**config.mk**
```make
export PLATFORM = sky130hd
export DESIGN_NAME = npc_unit
export DESIGN_NICKNAME = d
export VERILOG_FILES = /design/src/rtl/npc_pkg.sv /design/src/rtl/npc_rd_target.sv /design/src/rtl/npc_ex_slot.sv /design/src/rtl/npc_cond_eval.sv /design/src/rtl/npc_pc_seq.sv /design/src/rtl/npc_unit.sv
export SDC_FILE = /design/constraint.sdc
export NUM_CORES = 1
export LEC_CHECK = 0
export BUFFER_PORTS_ARGS = -buffer_cell sky130_fd_sc_hd__buf_2
export CAP_MARGIN = 20
export CORE_MARGIN = 5
export CORE_UTILIZATION = 53
export DETAILED_ROUTE_END_ITERATION = 10
export PLACE_DENSITY_LB_ADDON = 0.08
export SLEW_MARGIN = 20
export SYNTH_ARGS = -nofsm -noshare
export SYNTH_HDL_FRONTEND = slang
export SYNTH_SLANG_ARGS = --single-unit
```
**constraint.sdc**
```tcl
create_clock -name clk -period 6 [get_ports clk]
set_clock_uncertainty 0.15 [all_clocks]
set_input_delay 0.9 -clock clk [delete_from_list [all_inputs] [get_ports clk]]
set_output_delay 0.9 -clock clk [all_outputs]
set_load 0.005 [all_outputs]
```
**src/rtl/npc_pkg.sv**
```systemverilog
// Shared constants and types of the next-PC unit.
// Assumes 32-bit instruction words: opcode in the top six bits.
package npc_pkg;
    parameter int unsigned XLEN = 32;

    localparam int unsigned INSN_W   = 32;
    localparam int unsigned OPC_W    = 6;
    localparam int unsigned OPC_LSB  = INSN_W - OPC_W;
    localparam int unsigned OFS_W    = 16;
    localparam int unsigned JIDX_W   = 26;
    localparam int unsigned REGION_W = 4;
    localparam int unsigned ALIGN_W  = 2;
    localparam int unsigned FILL_W   = XLEN - OFS_W - ALIGN_W;

    localparam logic [OPC_W-1:0] OPC_JUMP   = 6'h02;
    localparam logic [OPC_W-1:0] OPC_BR_EQ  = 6'h04;
    localparam logic [OPC_W-1:0] OPC_BR_NE  = 6'h05;
    localparam logic [OPC_W-1:0] OPC_BR_LTZ = 6'h01;
    localparam logic [OPC_W-1:0] OPC_BR_LEZ = 6'h06;
    localparam logic [OPC_W-1:0] OPC_BR_GTZ = 6'h07;
    localparam logic [OPC_W-1:0] OPC_BR_GEZ = 6'h03;

    typedef enum logic [2:0] {
        FK_NONE,
        FK_JUMP,
        FK_EQ,
        FK_NE,
        FK_LTZ,
        FK_LEZ,
        FK_GTZ,
        FK_GEZ
    } flow_kind_e;
endpackage

```
**src/rtl/npc_rd_target.sv**
```systemverilog
// Register-read stage: classifies the instruction and forms its target
// with a dedicated adder (not the ALU). Assumes rd_pc_i is word aligned.
module npc_rd_target
    import npc_pkg::*;
(
    input  logic              rd_valid_i,
    input  logic [XLEN-1:0]   rd_pc_i,
    input  logic [INSN_W-1:0] rd_instr_i,
    output flow_kind_e        kind_o,
    output logic [XLEN-1:0]   target_o
);
    logic [OPC_W-1:0] opc;
    logic [XLEN-1:0]  rel_ofs;
    logic [XLEN-1:0]  abs_tgt;

    assign opc = rd_instr_i[OPC_LSB +: OPC_W];

    // Opcode to control-flow kind; invalid slots carry no kind.
    always_comb begin
        kind_o = FK_NONE;
        if (rd_valid_i) begin
            case (opc)
                OPC_JUMP:   kind_o = FK_JUMP;
                OPC_BR_EQ:  kind_o = FK_EQ;
                OPC_BR_NE:  kind_o = FK_NE;
                OPC_BR_LTZ: kind_o = FK_LTZ;
                OPC_BR_LEZ: kind_o = FK_LEZ;
                OPC_BR_GTZ: kind_o = FK_GTZ;
                OPC_BR_GEZ: kind_o = FK_GEZ;
                default:    kind_o = FK_NONE;
            endcase
        end
    end

    // Sign-extended, word-scaled branch offset.
    assign rel_ofs = {{FILL_W{rd_instr_i[OFS_W-1]}}, rd_instr_i[OFS_W-1:0], {ALIGN_W{1'b0}}};

    // Absolute jump address inside the current 256 MiB region.
    assign abs_tgt = {rd_pc_i[XLEN-1 -: REGION_W], rd_instr_i[JIDX_W-1:0], {ALIGN_W{1'b0}}};

    // Target select: jump region address or PC-relative sum.
    always_comb begin
        if (kind_o == FK_JUMP) target_o = abs_tgt;
        else                   target_o = rd_pc_i + rel_ofs;
    end
endmodule

```
**src/rtl/npc_ex_slot.sv**
```systemverilog
// Pipeline register between register-read and execute for the single
// pending control instruction. Cleared by reset and by a redirect, which
// squashes the wrong-path instruction then in register-read.
module npc_ex_slot
    import npc_pkg::*;
(
    input  logic            clk,
    input  logic            rst_n,
    input  logic            kill_i,
    input  flow_kind_e      kind_i,
    input  logic [XLEN-1:0] target_i,
    input  logic [XLEN-1:0] pc_i,
    output logic            valid_o,
    output flow_kind_e      kind_o,
    output logic [XLEN-1:0] target_o
);
    // Capture a control instruction unless the current cycle redirects.
    always_ff @(posedge clk) begin
        if (!rst_n) begin
            valid_o  <= 1'b0;
            kind_o   <= FK_NONE;
            target_o <= '0;
        end else begin
            valid_o  <= !kill_i && (kind_i != FK_NONE);
            kind_o   <= kill_i ? FK_NONE : kind_i;
            target_o <= target_i;
        end
    end

    // A held jump target keeps the region bits of its own PC.
    assert_jump_region_R3: assert property (@(posedge clk) disable iff (!rst_n)
        (kind_i == FK_JUMP && !kill_i) |=> (target_o[XLEN-1 -: REGION_W] == $past(pc_i[XLEN-1 -: REGION_W])));

    // A redirect leaves nothing pending in the next cycle.
    assert_squash_R8: assert property (@(posedge clk) disable iff (!rst_n)
        kill_i |=> !valid_o);

    // Targets from aligned PCs stay word aligned.
    assert_aligned_R4: assert property (@(posedge clk) disable iff (!rst_n)
        valid_o |-> (target_o[ALIGN_W-1:0] == '0));
endmodule

```
**src/rtl/npc_cond_eval.sv**
```systemverilog
// Execute stage comparator: equality and sign tests on raw register values,
// with no stored condition flags. Jumps always resolve as taken.
module npc_cond_eval
    import npc_pkg::*;
(
    input  flow_kind_e      kind_i,
    input  logic [XLEN-1:0] rs_i,
    input  logic [XLEN-1:0] rt_i,
    output logic            take_o
);
    logic rs_neg;
    logic rs_zero;
    logic same;

    assign rs_neg  = rs_i[XLEN-1];
    assign rs_zero = (rs_i == '0);
    assign same    = (rs_i == rt_i);

    // Decision per control-flow kind.
    always_comb begin
        case (kind_i)
            FK_JUMP: take_o = 1'b1;
            FK_EQ:   take_o = same;
            FK_NE:   take_o = !same;
            FK_LTZ:  take_o = rs_neg;
            FK_LEZ:  take_o = rs_neg || rs_zero;
            FK_GTZ:  take_o = !rs_neg && !rs_zero;
            FK_GEZ:  take_o = !rs_neg;
            default: take_o = 1'b0;
        endcase
    end
endmodule

```
**src/rtl/npc_pc_seq.sv**
```systemverilog
// Fetch address sequencer: the fetch address is the redirect target when one
// is taken, otherwise the held sequential address; the register then steps
// four bytes past whatever was fetched.
module npc_pc_seq
    import npc_pkg::*;
#(
    parameter logic [XLEN-1:0] RESET_PC = 32'h0000_1000
) (
    input  logic            clk,
    input  logic            rst_n,
    input  logic            redirect_i,
    input  logic [XLEN-1:0] target_i,
    output logic [XLEN-1:0] fetch_pc_o
);
    localparam logic [XLEN-1:0] STEP = XLEN'(4);

    logic [XLEN-1:0] seq_q;

    // Steer the target in ahead of the fetch access.
    assign fetch_pc_o = redirect_i ? target_i : seq_q;

    // Hold the address that follows the one fetched now.
    always_ff @(posedge clk) begin
        if (!rst_n) seq_q <= RESET_PC;
        else        seq_q <= fetch_pc_o + STEP;
    end

    // Without a redirect the fetch address steps by four.
    assert_step_four_R2: assert property (@(posedge clk) disable iff (!rst_n)
        rst_n |=> (redirect_i || fetch_pc_o == $past(fetch_pc_o) + STEP));

    // A redirect is a single pulse and fetching continues after the target.
    assert_pulse_then_follow_R7: assert property (@(posedge clk) disable iff (!rst_n)
        redirect_i |=> (!redirect_i && fetch_pc_o == $past(target_i) + STEP));
endmodule

```
**src/rtl/npc_unit.sv**
```systemverilog
// Next-PC unit top: target formed in register-read, decided in execute,
// one-cycle redirect on any taken transfer. Assumes rd_pc is word aligned
// and that upstream drops its instruction when redirect is high.
module npc_unit
    import npc_pkg::*;
#(
    parameter logic [XLEN-1:0] RESET_PC = 32'h0000_1000
) (
    input  logic              clk,
    input  logic              rst_n,
    input  logic              rd_valid,
    input  logic [XLEN-1:0]   rd_pc,
    input  logic [INSN_W-1:0] rd_instr,
    input  logic [XLEN-1:0]   ex_rs_val,
    input  logic [XLEN-1:0]   ex_rt_val,
    output logic [XLEN-1:0]   fetch_pc,
    output logic              redirect
);
    flow_kind_e      rd_kind;
    logic [XLEN-1:0] rd_target;
    logic            ex_valid;
    flow_kind_e      ex_kind;
    logic [XLEN-1:0] ex_target;
    logic            ex_take;

    npc_rd_target u_rd (
        .rd_valid_i (rd_valid),
        .rd_pc_i    (rd_pc),
        .rd_instr_i (rd_instr),
        .kind_o     (rd_kind),
        .target_o   (rd_target)
    );

    npc_ex_slot u_slot (
        .clk      (clk),
        .rst_n    (rst_n),
        .kill_i   (redirect),
        .kind_i   (rd_kind),
        .target_i (rd_target),
        .pc_i     (rd_pc),
        .valid_o  (ex_valid),
        .kind_o   (ex_kind),
        .target_o (ex_target)
    );

    npc_cond_eval u_cmp (
        .kind_i (ex_kind),
        .rs_i   (ex_rs_val),
        .rt_i   (ex_rt_val),
        .take_o (ex_take)
    );

    // Redirect only for a live, taken control instruction.
    assign redirect = ex_valid && ex_take;

    npc_pc_seq #(.RESET_PC(RESET_PC)) u_seq (
        .clk        (clk),
        .rst_n      (rst_n),
        .redirect_i (redirect),
        .target_i   (ex_target),
        .fetch_pc_o (fetch_pc)
    );

    // An equality branch redirects only on matching operands.
    assert_eq_match_R5: assert property (@(posedge clk) disable iff (!rst_n)
        (redirect && ex_kind == FK_EQ) |-> (ex_rs_val == ex_rt_val));

    // A greater-than-zero branch redirects only on a positive operand.
    assert_gtz_sign_R6: assert property (@(posedge clk) disable iff (!rst_n)
        (redirect && ex_kind == FK_GTZ) |-> ($signed(ex_rs_val) > 0));

    // A redirect needs a valid control instruction in the previous cycle.
    assert_redirect_source_R7: assert property (@(posedge clk) disable iff (!rst_n)
        redirect |-> $past(rd_valid));
endmodule

```
## Word level (Yosys, flattened, before mapping)

Index checks and enable logic that the tools add are counted.

| operators by class | value |
|---|---|
| add/sub/neg operators | 2 |
| eq/ne operators | 16 |
| multiplexer cells | 5 |
| bitwise logic cells | 1 |
| reductions and logical operators | 12 |

Operator list:

| operator | number |
|---|---|
| 32-bit two-way mux | 2 |
| 32-bit by 3-bit adder with 32-bit output, second input constant | 1 |
| 32-bit adder | 1 |
| 32-bit == test | 1 |
| 32-bit zero test | 1 |
| 6-bit by 3-bit == test with 1-bit output, second input constant | 4 |
| 3-bit case mux with 7 select lines | 1 |
| 3-bit == test, second input constant | 4 |
| 6-bit by 2-bit == test with 1-bit output, second input constant | 2 |
| 1-bit case mux with 7 select lines | 1 |
| 3-bit by 1-bit == test with 1-bit output, second input constant | 2 |
| 3-bit by 2-bit == test with 1-bit output, second input constant | 2 |
| 6-bit by 1-bit == test with 1-bit output, second input constant | 1 |
| 1-bit zero test | 4 |
| 2-bit OR reduction | 2 |
| 1-bit logical AND | 3 |
| 3-bit two-way mux | 1 |
| 3-bit nonzero test | 1 |
| 1-bit logical OR | 1 |
| 1-bit inverter | 1 |

| word-level totals | value |
|---|---|
| bits in registers | 68 |
| output and inout port bits | 33 |

## Depth between registers and ports, before layout

Gate-level depths: netlist of run 1.

| depth | value |
|---|---|
| depth after elaboration | 7 |
| depth in mapped cells | 17 |
| depth with buffers taken out | 15 |

## By module

From an unflattened synthesis of run 1, not the netlist that was laid out.

| unflattened totals | value |
|---|---|
| cell total of the unflattened synthesis | 686 |
| area, all modules | 5694.2 um^2 |

Modules (own cells, without submodules):

| module | instances | cells an instance | area an instance (um^2) | sequential area each (um^2) |
|---|---|---|---|---|
| npc_pc_seq | 1 | 250 | 2147.1 | 640.6 |
| npc_rd_target | 1 | 295 | 2049.5 | 0.0 |
| npc_ex_slot | 1 | 76 | 1017.2 | 720.7 |
| npc_cond_eval | 1 | 64 | 474.2 | 0.0 |
| npc_unit | 1 | 1 | 6.3 | 0.0 |

## Worst setup path before layout of run 1

No wires, ideal clock.

| path | value |
|---|---|
| kind | in2reg |
| from | input ex_rs_val[29] |
| to | register u_seq.seq_q[26] |
| setup time | 0.128 ns |
| data arrival time | 4.581 ns |
| required time | 5.722 ns |
| slack | 1.141 ns |
| cell stages on the path | 17 |
| cells stage by stage | xnor2_1 > nand4_1 > or4_1 > or4_4 > a31oi_4 > buf_2 > buf_2 > mux2_2 > ha_1 > nand2_1 > or2_2 > nor2_1 > nand2_1 > mux2i_1 > nand4_1 > xor2_1 > nor2_1 |

| between the ends | value |
|---|---|
| cells in the longest elaborated chain, start to end | 7 |

Ends and longest elaborated chain:

| element | RTL line | source |
|---|---|---|
| start: declaration | npc_unit.sv:14 | `input logic [XLEN-1:0] ex_rs_val,` |
| 32-bit zero test | npc_cond_eval.sv:16 | `assign rs_zero = (rs_i == '0);` |
| 1-bit zero test | npc_cond_eval.sv:27 | `FK_GTZ: take_o = !rs_neg && !rs_zero;` |
| 1-bit logical AND | npc_cond_eval.sv:27 |  |
| 1-bit case mux with 7 select lines (*) | npc_cond_eval.sv:21 | `case (kind_i)` |
| 1-bit logical AND (*) | npc_unit.sv:54 | `assign redirect = ex_valid && ex_take;` |
| named net redirect | npc_unit.sv:17 | `output logic redirect` |
| 32-bit two-way mux (*) | npc_pc_seq.sv:20 | `assign fetch_pc_o = redirect_i ? target_i : seq_q;` |
| named net fetch_pc[2] | npc_unit.sv:16 | `output logic [XLEN-1:0] fetch_pc,` |
| 32-bit by 3-bit adder with 32-bit output (*) | npc_pc_seq.sv:25 | `else seq_q <= fetch_pc_o + STEP;` |
| end signal: assignment | npc_pc_seq.sv:25 |  |
| end: declaration | npc_pc_seq.sv:17 | `logic [XLEN-1:0] seq_q;` |

The timed path passes the listed nets; every way through them passes the cells marked *.
A chain may end at the register's enable or synchronous reset.

## Worst setup path after layout of run 1

| path | value |
|---|---|
| from | input ex_rs_val[29] |
| to | output fetch_pc[14] |

| between the ends | value |
|---|---|
| cells in the longest elaborated chain, start to end | 6 |

Ends and longest elaborated chain:

| element | RTL line |
|---|---|
| 32-bit zero test | npc_cond_eval.sv:16 |
| 1-bit zero test | npc_cond_eval.sv:27 |
| 1-bit logical AND | npc_cond_eval.sv:27 |
| 1-bit case mux with 7 select lines (*) | npc_cond_eval.sv:21 |
| 1-bit logical AND (*) | npc_unit.sv:54 |
| 32-bit two-way mux (*) | npc_pc_seq.sv:20 |
| end: declaration | npc_unit.sv:16 |

Mark *: on every way between the ends. The rest lies on a longest branch, timed or not.

==> results.txt, run 1 <==
* Vias after detailed routing: 5663
- Summed over all layers, the global routing overflow is 0.
- Core area: 10200 um^2
- For this run, the post-layout net count is 986.
- Clock latency on the worst-skew pair, taken at its later pin, is 0.35 ns.
- Top fanout value on the critical path: 65
- Endpoint of the worst-slack reg-to-reg timing path: u_seq.seq_q[26]
* Minimum clock period after layout: 5.08 ns
- Startpoint of the lowest-slack register-to-register path: u_slot.kind_o[1]
- Critical path data required time: 4.95 ns
- CP startpoint: ex_rs_val[29]
* Number of distinct library cells after synthesis: 60
- CTS sink cnt: 68
- Layout Utilization: 0.642
- Final sum of negative setup slack: 0 ns
* Worst slew slack as a fraction of its limit: 0.456
- Number of gates resized after CTS: 0
- The max-slew violation total from the final report came to 0.
- Total setup violations reported at the end of the flow: 0
- HPWL after DPL: 12.8 mm
- Buffers added on ports: 163
- The share of the Yosys chip area taken by registers is 0.250.
* Count of nets left with antenna violations after detail routing: 0
- Across the run, the number of max-cap violations was 0.
* Areal power density over the cells: 180 nW/um^2
* Run status: complete, no violations
- Classification of the worst-slack hold path: reg -> reg
- Category of the most critical setup path: in -> out
- EDFF count, synth: 0
* Area share of the largest cell type after synthesis: 0.250
- Number of rows created at floorplan: 37
- Depth of the most critical reg-to-reg path: 14
- Fraction of layout instances using a drive strength above 1: 0.264
- Most used cells in the layout excluding fill and tap cells: 163 x sky130_fd_sc_hd__buf_2, 68 x sky130_fd_sc_hd__dfxtp_1, 58 x sky130_fd_sc_hd__nor2_1, 57 x sky130_fd_sc_hd__nand2_1, 42 x sky130_fd_sc_hd__nand3_1
* Static Leakage: 2.91 nW
- At the pin with the least slew margin, the transition time is 0.793 ns.
* Number of buffers created by CTS: 9
* Worst-path clk slew: 0.07 ns
- In the global route stage, overall resource usage came out at 0.255.
- Of the available clock period, the critical path in the final layout requires 0.846.
- The first detailed-routing pass took 5 iterations.
* Share of async-settable or async-resettable flops after synthesis: 0
- In this run the number of H-tree levels came out at 3.
- Endpoint kind of the worst setup timing path: primary output
- For this block, the routed nets add up to 16.3 mm of wire.
- STA classifies the critical path startpoint as a primary input.
- The die is 111 um tall.
- Routed vias/inst: 5.87
- For this design, the CTS-stage hold fixing added 0 buffers.
* Top-level port count: 164
- Dominant synthesized flop cell: sky130_fd_sc_hd__dfxtp_1
- Leading area contributor after synthesis: sky130_fd_sc_hd__dfxtp_1
- Global placement routability congestion: 0.927
- Arrival time at the worst endpoint: 4.03 ns
- Timing analysis after detailed placement gives a worst setup slack of 0.942 ns.
* CTS tree: built
- Synthesis handed over a netlist of 669 instances.
* DIE WIDTH: 111 um
* Antenna violations before repair: 0
- Average instance area after synthesis: 8.13 um^2
- Capturing instance or port of the critical path: fetch_pc[14]
- Per-cell routed wire length: 16.9 um
* Reg-to-reg setup timing slack: 1.94 ns
* Most common cell after layout, fill and taps aside: sky130_fd_sc_hd__buf_2
- Area growth from synthesis to layout: 20.2%
* Final worst slack: 0.923 ns
- The final number of hold-violating endpoints is 0.
- Wire length of the first global-routing pass: 26.6 mm
- Top cells by area in the synthesized netlist: sky130_fd_sc_hd__dfxtp_1 25%, sky130_fd_sc_hd__ha_1 6.9%, sky130_fd_sc_hd__mux2_2 5.8%
* Via count of the first global-routing pass: 5488
- Synth Warn #: 0
* Number of buffers on the longest clock path: 2
- Maximum number of pins on one net before global-route repair: 66
- DRC Markers: 0
- Hold Worst Slack: 0.420 ns
- The detailed router finished its first iteration with 360 violations.
- Clock tree synthesis selected as its root buffer the cell sky130_fd_sc_hd__clkbuf_8.
- For this configuration, the core starts out at a cell density of 0.534.
- Mapped Area: 5440 um^2
- Nets in the synthesized netlist: 831
- Total of flip-flops plus latches after synthesis: 68
- Unrepaired setup endpoints after global routing: false
- Die area: 12400 um^2
- Buffers added to address setup during post-CTS repair amount to 0.
- IR Drop Worst-Case VDD: 0.106 mV
- Highest attainable clock frequency: 197 MHz
- Antenna Diode Count: 0
==> worst min path at each step <==
stage | start | cells past startpoint | end | slack (ns)
finish | u_seq.seq_q[1] | 2 | u_seq.seq_q[1] | 0.42
global route | u_seq.seq_q[0] | 2 | u_seq.seq_q[0] | 0.46
CTS | u_seq.seq_q[1] | 2 | u_seq.seq_q[1] | 0.42
detailed placement | u_seq.seq_q[1] | 2 | u_seq.seq_q[1] | 0.40
global placement | u_seq.seq_q[0] | 2 | u_seq.seq_q[0] | 0.40
floorplan | u_slot.target_o[2] | 2 | u_seq.seq_q[2] | 0.41
==> critical path: stages <==
cell                      delay (ns)
sky130_fd_sc_hd__buf_2          0.11
sky130_fd_sc_hd__xnor2_1        0.16
sky130_fd_sc_hd__nand4_1        0.13
sky130_fd_sc_hd__or4_1          0.56
sky130_fd_sc_hd__or4_4          0.56
sky130_fd_sc_hd__a31oi_4        0.22
sky130_fd_sc_hd__buf_4          0.66
sky130_fd_sc_hd__mux2i_1        0.47
sky130_fd_sc_hd__inv_1          0.07
sky130_fd_sc_hd__buf_2          0.13
==> registers in the layout, summed over array words and instances (netlist names) <==
signal and count:
u_seq.seq_q 32, u_slot.target_o 32, u_slot.kind_o 3, u_slot.valid_o 1
==> power breakdown <==
group	total (mW)	internal [mW]	switching [mW]
logic	0.293	0.136	0.157
clock network	0.373	0.192	0.181
registers	0.512	0.481	0.0304
total	1.18	0.809	0.369
==> Yosys cell counts, types with 16 or more instances <==
cell,number
sky130_fd_sc_hd__and3_1,17
sky130_fd_sc_hd__dfxtp_1,68
sky130_fd_sc_hd__xor2_1,33
sky130_fd_sc_hd__nor3_1,16
sky130_fd_sc_hd__a21oi_1,33
sky130_fd_sc_hd__nand4_1,16
sky130_fd_sc_hd__mux2i_1,19
sky130_fd_sc_hd__xnor2_1,33
sky130_fd_sc_hd__nand2_1,57
sky130_fd_sc_hd__mux2_2,28
sky130_fd_sc_hd__a21o_1,17
sky130_fd_sc_hd__inv_1,19
sky130_fd_sc_hd__nor4_1,17
sky130_fd_sc_hd__nor2_1,58
sky130_fd_sc_hd__ha_1,30
sky130_fd_sc_hd__clkbuf_1,16
sky130_fd_sc_hd__nand3_1,42
==> cell type report <==
type	count	area (um^2)
clock buffers	10	128
repair buffers	167	846
fillers	951	3640
inverters	19	71.3
clock inverters	6	65.1
flip-flops and latches	68	1360
multi-input cells	559	3900
well taps	136	170
==> layer usage <==
| metal | routed length, um | global-route usage | up-vias |
|---|---|---|---|
| met2 | 7720 | 0.426 | 233 |
| met3 | 1030 | 0.0426 | 43 |
| met4 | 505 | 0.0908 | 0 |
| li1 | - | - | 2773 |
| met5 | 0 | 0 | - |
| met1 | 7010 | 0.334 | 2614 |
==> cell families after synthesis <==
kind of cell               count (synthesis)  share of synthesized area
muxes                                     54                      0.107
and+or+nand+nor                          279                      0.266
xor gates and xnor gates                  66                      0.106
adders and majority gates                 31                     0.0727
AOI/OAI and AO/OA                        129                      0.165
DFF                                       68                      0.250
buffers and inverters                     42                     0.0333
==> stage by stage <==
step | std cells | area, um^2 | total power [mW]
floorplan | 669 | 5440 | 0.693
global placement | 949 | 6350 | 0.802
detailed placement | 949 | 6350 | 0.809
CTS | 965 | 6540 | 1.17
global route | 965 | 6540 | 1.24
finish | 965 | 6540 | 1.18
Note: power is estimated with default switching activity, not from simulation.
==> inputs of run 2 (changes only) <==
Clock period 6 ns to 4.8 ns, I/O delays scaled along.
==> results.txt, run 2 (synthesis results as in run 1) <==
- In this design, the largest share of critical-path delay is due to simple AND/OR/NAND/NOR gates.
- The final weighted congestion in routability-driven placement came to 0.972 (+4.9%).
- Most frequent CP cell: sky130_fd_sc_hd__buf_2
* Vias after detailed routing: 5704 (+0.72%)
* IR Drop Worst-Case VDD: 0.145 mV (+37%)
* Worst Setup Start Kind: primary input
- Arrival time at the worst endpoint: 3.46 ns (-0.57 ns)
* Starting utilization of the core area: 0.534 (unchanged)
- Endpoint kind of the worst setup timing path: primary output
- Fraction of layout instances using a drive strength above 1: 0.269 (+0.00473)
- Leaving out fill and tap cells, the most frequent cells in the layout are 163 x sky130_fd_sc_hd__buf_2, 68 x sky130_fd_sc_hd__dfxtp_1, 58 x sky130_fd_sc_hd__nor2_1, 57 x sky130_fd_sc_hd__nand2_1, 42 x sky130_fd_sc_hd__nand3_1.
- The final setup violation count came to 0 (unchanged).
- Aggregate global routing overflow: 0 (unchanged)
- The placed standard-cell area was 6390 um^2 (+0.67%).
- The total wirelength of the detailed-routed design is 16.5 mm (+1.2%).
- Most common cell after layout, fill and taps aside: sky130_fd_sc_hd__buf_2
- The average routed wire per standard cell is 17.0 um (+0.77%).
* Power, Total: 1.48 mW (+26%)
- CTS sink cnt: 68 (unchanged)
* Classification of the worst-slack hold path: reg -> reg
* Number of buffers on the longest clock path: 2 (unchanged)
- The flow ran to the end, and the final reports show no timing, DRC or antenna violations.
* Number of rows created at floorplan: 37 (unchanged)
- The max-slew violation total from the final report is 0 (unchanged).
- The die height came to 111 um (unchanged).
- The count of nets after finishing is 990 (+0.41%).
- Number of buffers created by CTS: 9 (unchanged)
- Areal power density over the cells: 225 nW/um^2 (+25%)
- Compared with the post-synthesis result, the final layout area differs by 21.1%.
- The insertion delay of the later-clocked pin in the worst-skew pair came to 0.34 ns (about the same).
- TritonCTS built the clock tree.
- Hold Worst Slack: 0.425 ns (+0.00493 ns)
* Library cell used as clock root buffer: sky130_fd_sc_hd__clkbuf_8
* Min-Delay Startpoint: u_seq.seq_q[0]
* Cell at the slowest stage of the critical path: sky130_fd_sc_hd__or4_4
- Top fanout value on the critical path: 65 (unchanged)
* Startpoint of the lowest-slack register-to-register path: u_slot.kind_o[1]
- Via count of the first global-routing pass: 5532 (+0.80%)
* Fraction of the cycle the final worst path needs: 0.902
* Core area: 10200 um^2 (unchanged)
- Cells along the critical path: buf_2, xnor2_1, nand4_1, or4_1, or4_4, a31oi_4, buf_12, mux2_2, buf_2
- Antenna violations before repair: 0 (unchanged)
* Number of setup buffers added after CTS: 0 (unchanged)
* Wire length of the first global-routing pass: 26.9 mm (+0.91%)
* Number of buffers and inverters on the critical path: 3 (-1)
- The final cell area excluding filler cells is 6590 um^2 (+0.78%).
* Worst slew slack as a fraction of its limit: 0.585 (+0.129)
- Final-report hold violation count: 0 (unchanged)
- The quantity of I/O buffers inserted on ports is 163 (unchanged).
* Drt first-iter violations: 351 (-2.5%)
- Top-level port count: 164 (unchanged)
- Static Leakage: 2.94 nW (+0.87%)
* Antenna Diode Count: 0 (unchanged)
* Critical path data required time: 3.93 ns (-1.02 ns)
- The number of remaining DRC errors came to 0 (unchanged).
* H-tree levels: 3 (unchanged)
- Iteration count of the initial detailed-routing pass: 5 (unchanged)
* Number of gates resized after CTS: 0 (unchanged)
- Layout Utilization: 0.647 (+0.00504)
- The clock slew seen by the registers of the worst setup and hold paths is 0.07 ns (about the same).
* Maximum number of pins on one net before global-route repair: 66 (unchanged)
* Hold_buf cts: 0 (unchanged)
- The most critical setup path has its startpoint at ex_rs_val[25].
* Category of the most critical setup path: in -> out
- Setup repair after global routing left no endpoint under its margin.
- Max-cap check violation count: 0 (unchanged)
- Minimum clock period after layout: 4.33 ns
- Die area: 12400 um^2 (unchanged)
- Critical Path Max Stage Delay: 0.56 ns (-0.10 ns)
* DIE WIDTH: 111 um (unchanged)
- Routed vias/inst: 5.89 (+0.31%)
- For this run, the top clock speed supported by timing is 231 MHz.
- The slew of the pin with the lowest slew margin was 0.620 ns (-0.173 ns).
* Registers with the most flip-flops: u_seq.seq_q: 32 flops, u_slot.target_o: 32 flops, u_slot.kind_o: 3 flops
- The global router's overall resource usage is 0.259 (+0.00401).
- The post-detailed-route count of antenna-violating nets was 0 (unchanged).
- The aggregate negative setup slack came to 0 ns (unchanged).
* HPWL after DPL: 13.1 mm (+2.2%)
[run 2: cell count changes in the layout (fill, tap and decap cells not counted), sizes merged]
cell / before / now
buf: 167 / 171
clkinv: 4 / 3
clkinvlp: 1 / 2
[run 2: per-layer routing]
| metal | GRT usage | vias up | wire, um |
|---|---|---|---|
| met1 | 0.322 | 2676 | 6950 |
| met4 | 0.103 | 0 | 469 |
| met5 | 0 | - | 0 |
| met3 | 0.0371 | 36 | 985 |
| li1 | - | 2784 | - |
| met2 | 0.452 | 208 | 8060 |
[run 2: where the power goes]
| group | leakage [nW] | switching [mW] | internal [mW] |
|---|---|---|---|
| clock network | 0.0983 | 0.222 | 0.253 |
| registers | 0.557 | 0.0370 | 0.602 |
| logic | 2.28 | 0.197 | 0.170 |
[run 2: path summary, 6_finish.rpt]
| kind | endpoint | slack, ns | cells after the start |
|---|---|---|---|
| hold reg to reg | u_seq.seq_q[0] | 0.42 | 2 |
| setup / recovery | fetch_pc[25] | 0.47 | 9 |
| hold / removal | u_seq.seq_q[0] | 0.42 | 2 |
| setup reg to reg | u_seq.seq_q[30] | 1.01 | 13 |
[run 2: tightest hold or removal path, delay by kind of cell (launching register included)]
family | cells | cell delay (ns)
and+or+nand+nor | 1 | 0.11
DFF | 1 | 0.30
muxes | 1 | 0.13
[run 2: layout make-up]
cell class / instances / area (um^2)
clock buffer: 10 / 138
clock inverter: 6 / 63.8
sequential: 68 / 1360
multi-input combinational: 559 / 3900
inverter: 19 / 71.3
tap: 136 / 170
fill: 951 / 3590
timing repair buffer: 171 / 888
[run 2: metrics by stage]
step | setup WS, ns | instances
floorplan | 0.121 | 669
global placement | 0.294 | 953
detailed placement | 0.227 | 953
CTS | 0.484 | 969
global route | 0.308 | 969
finish | 0.470 | 969
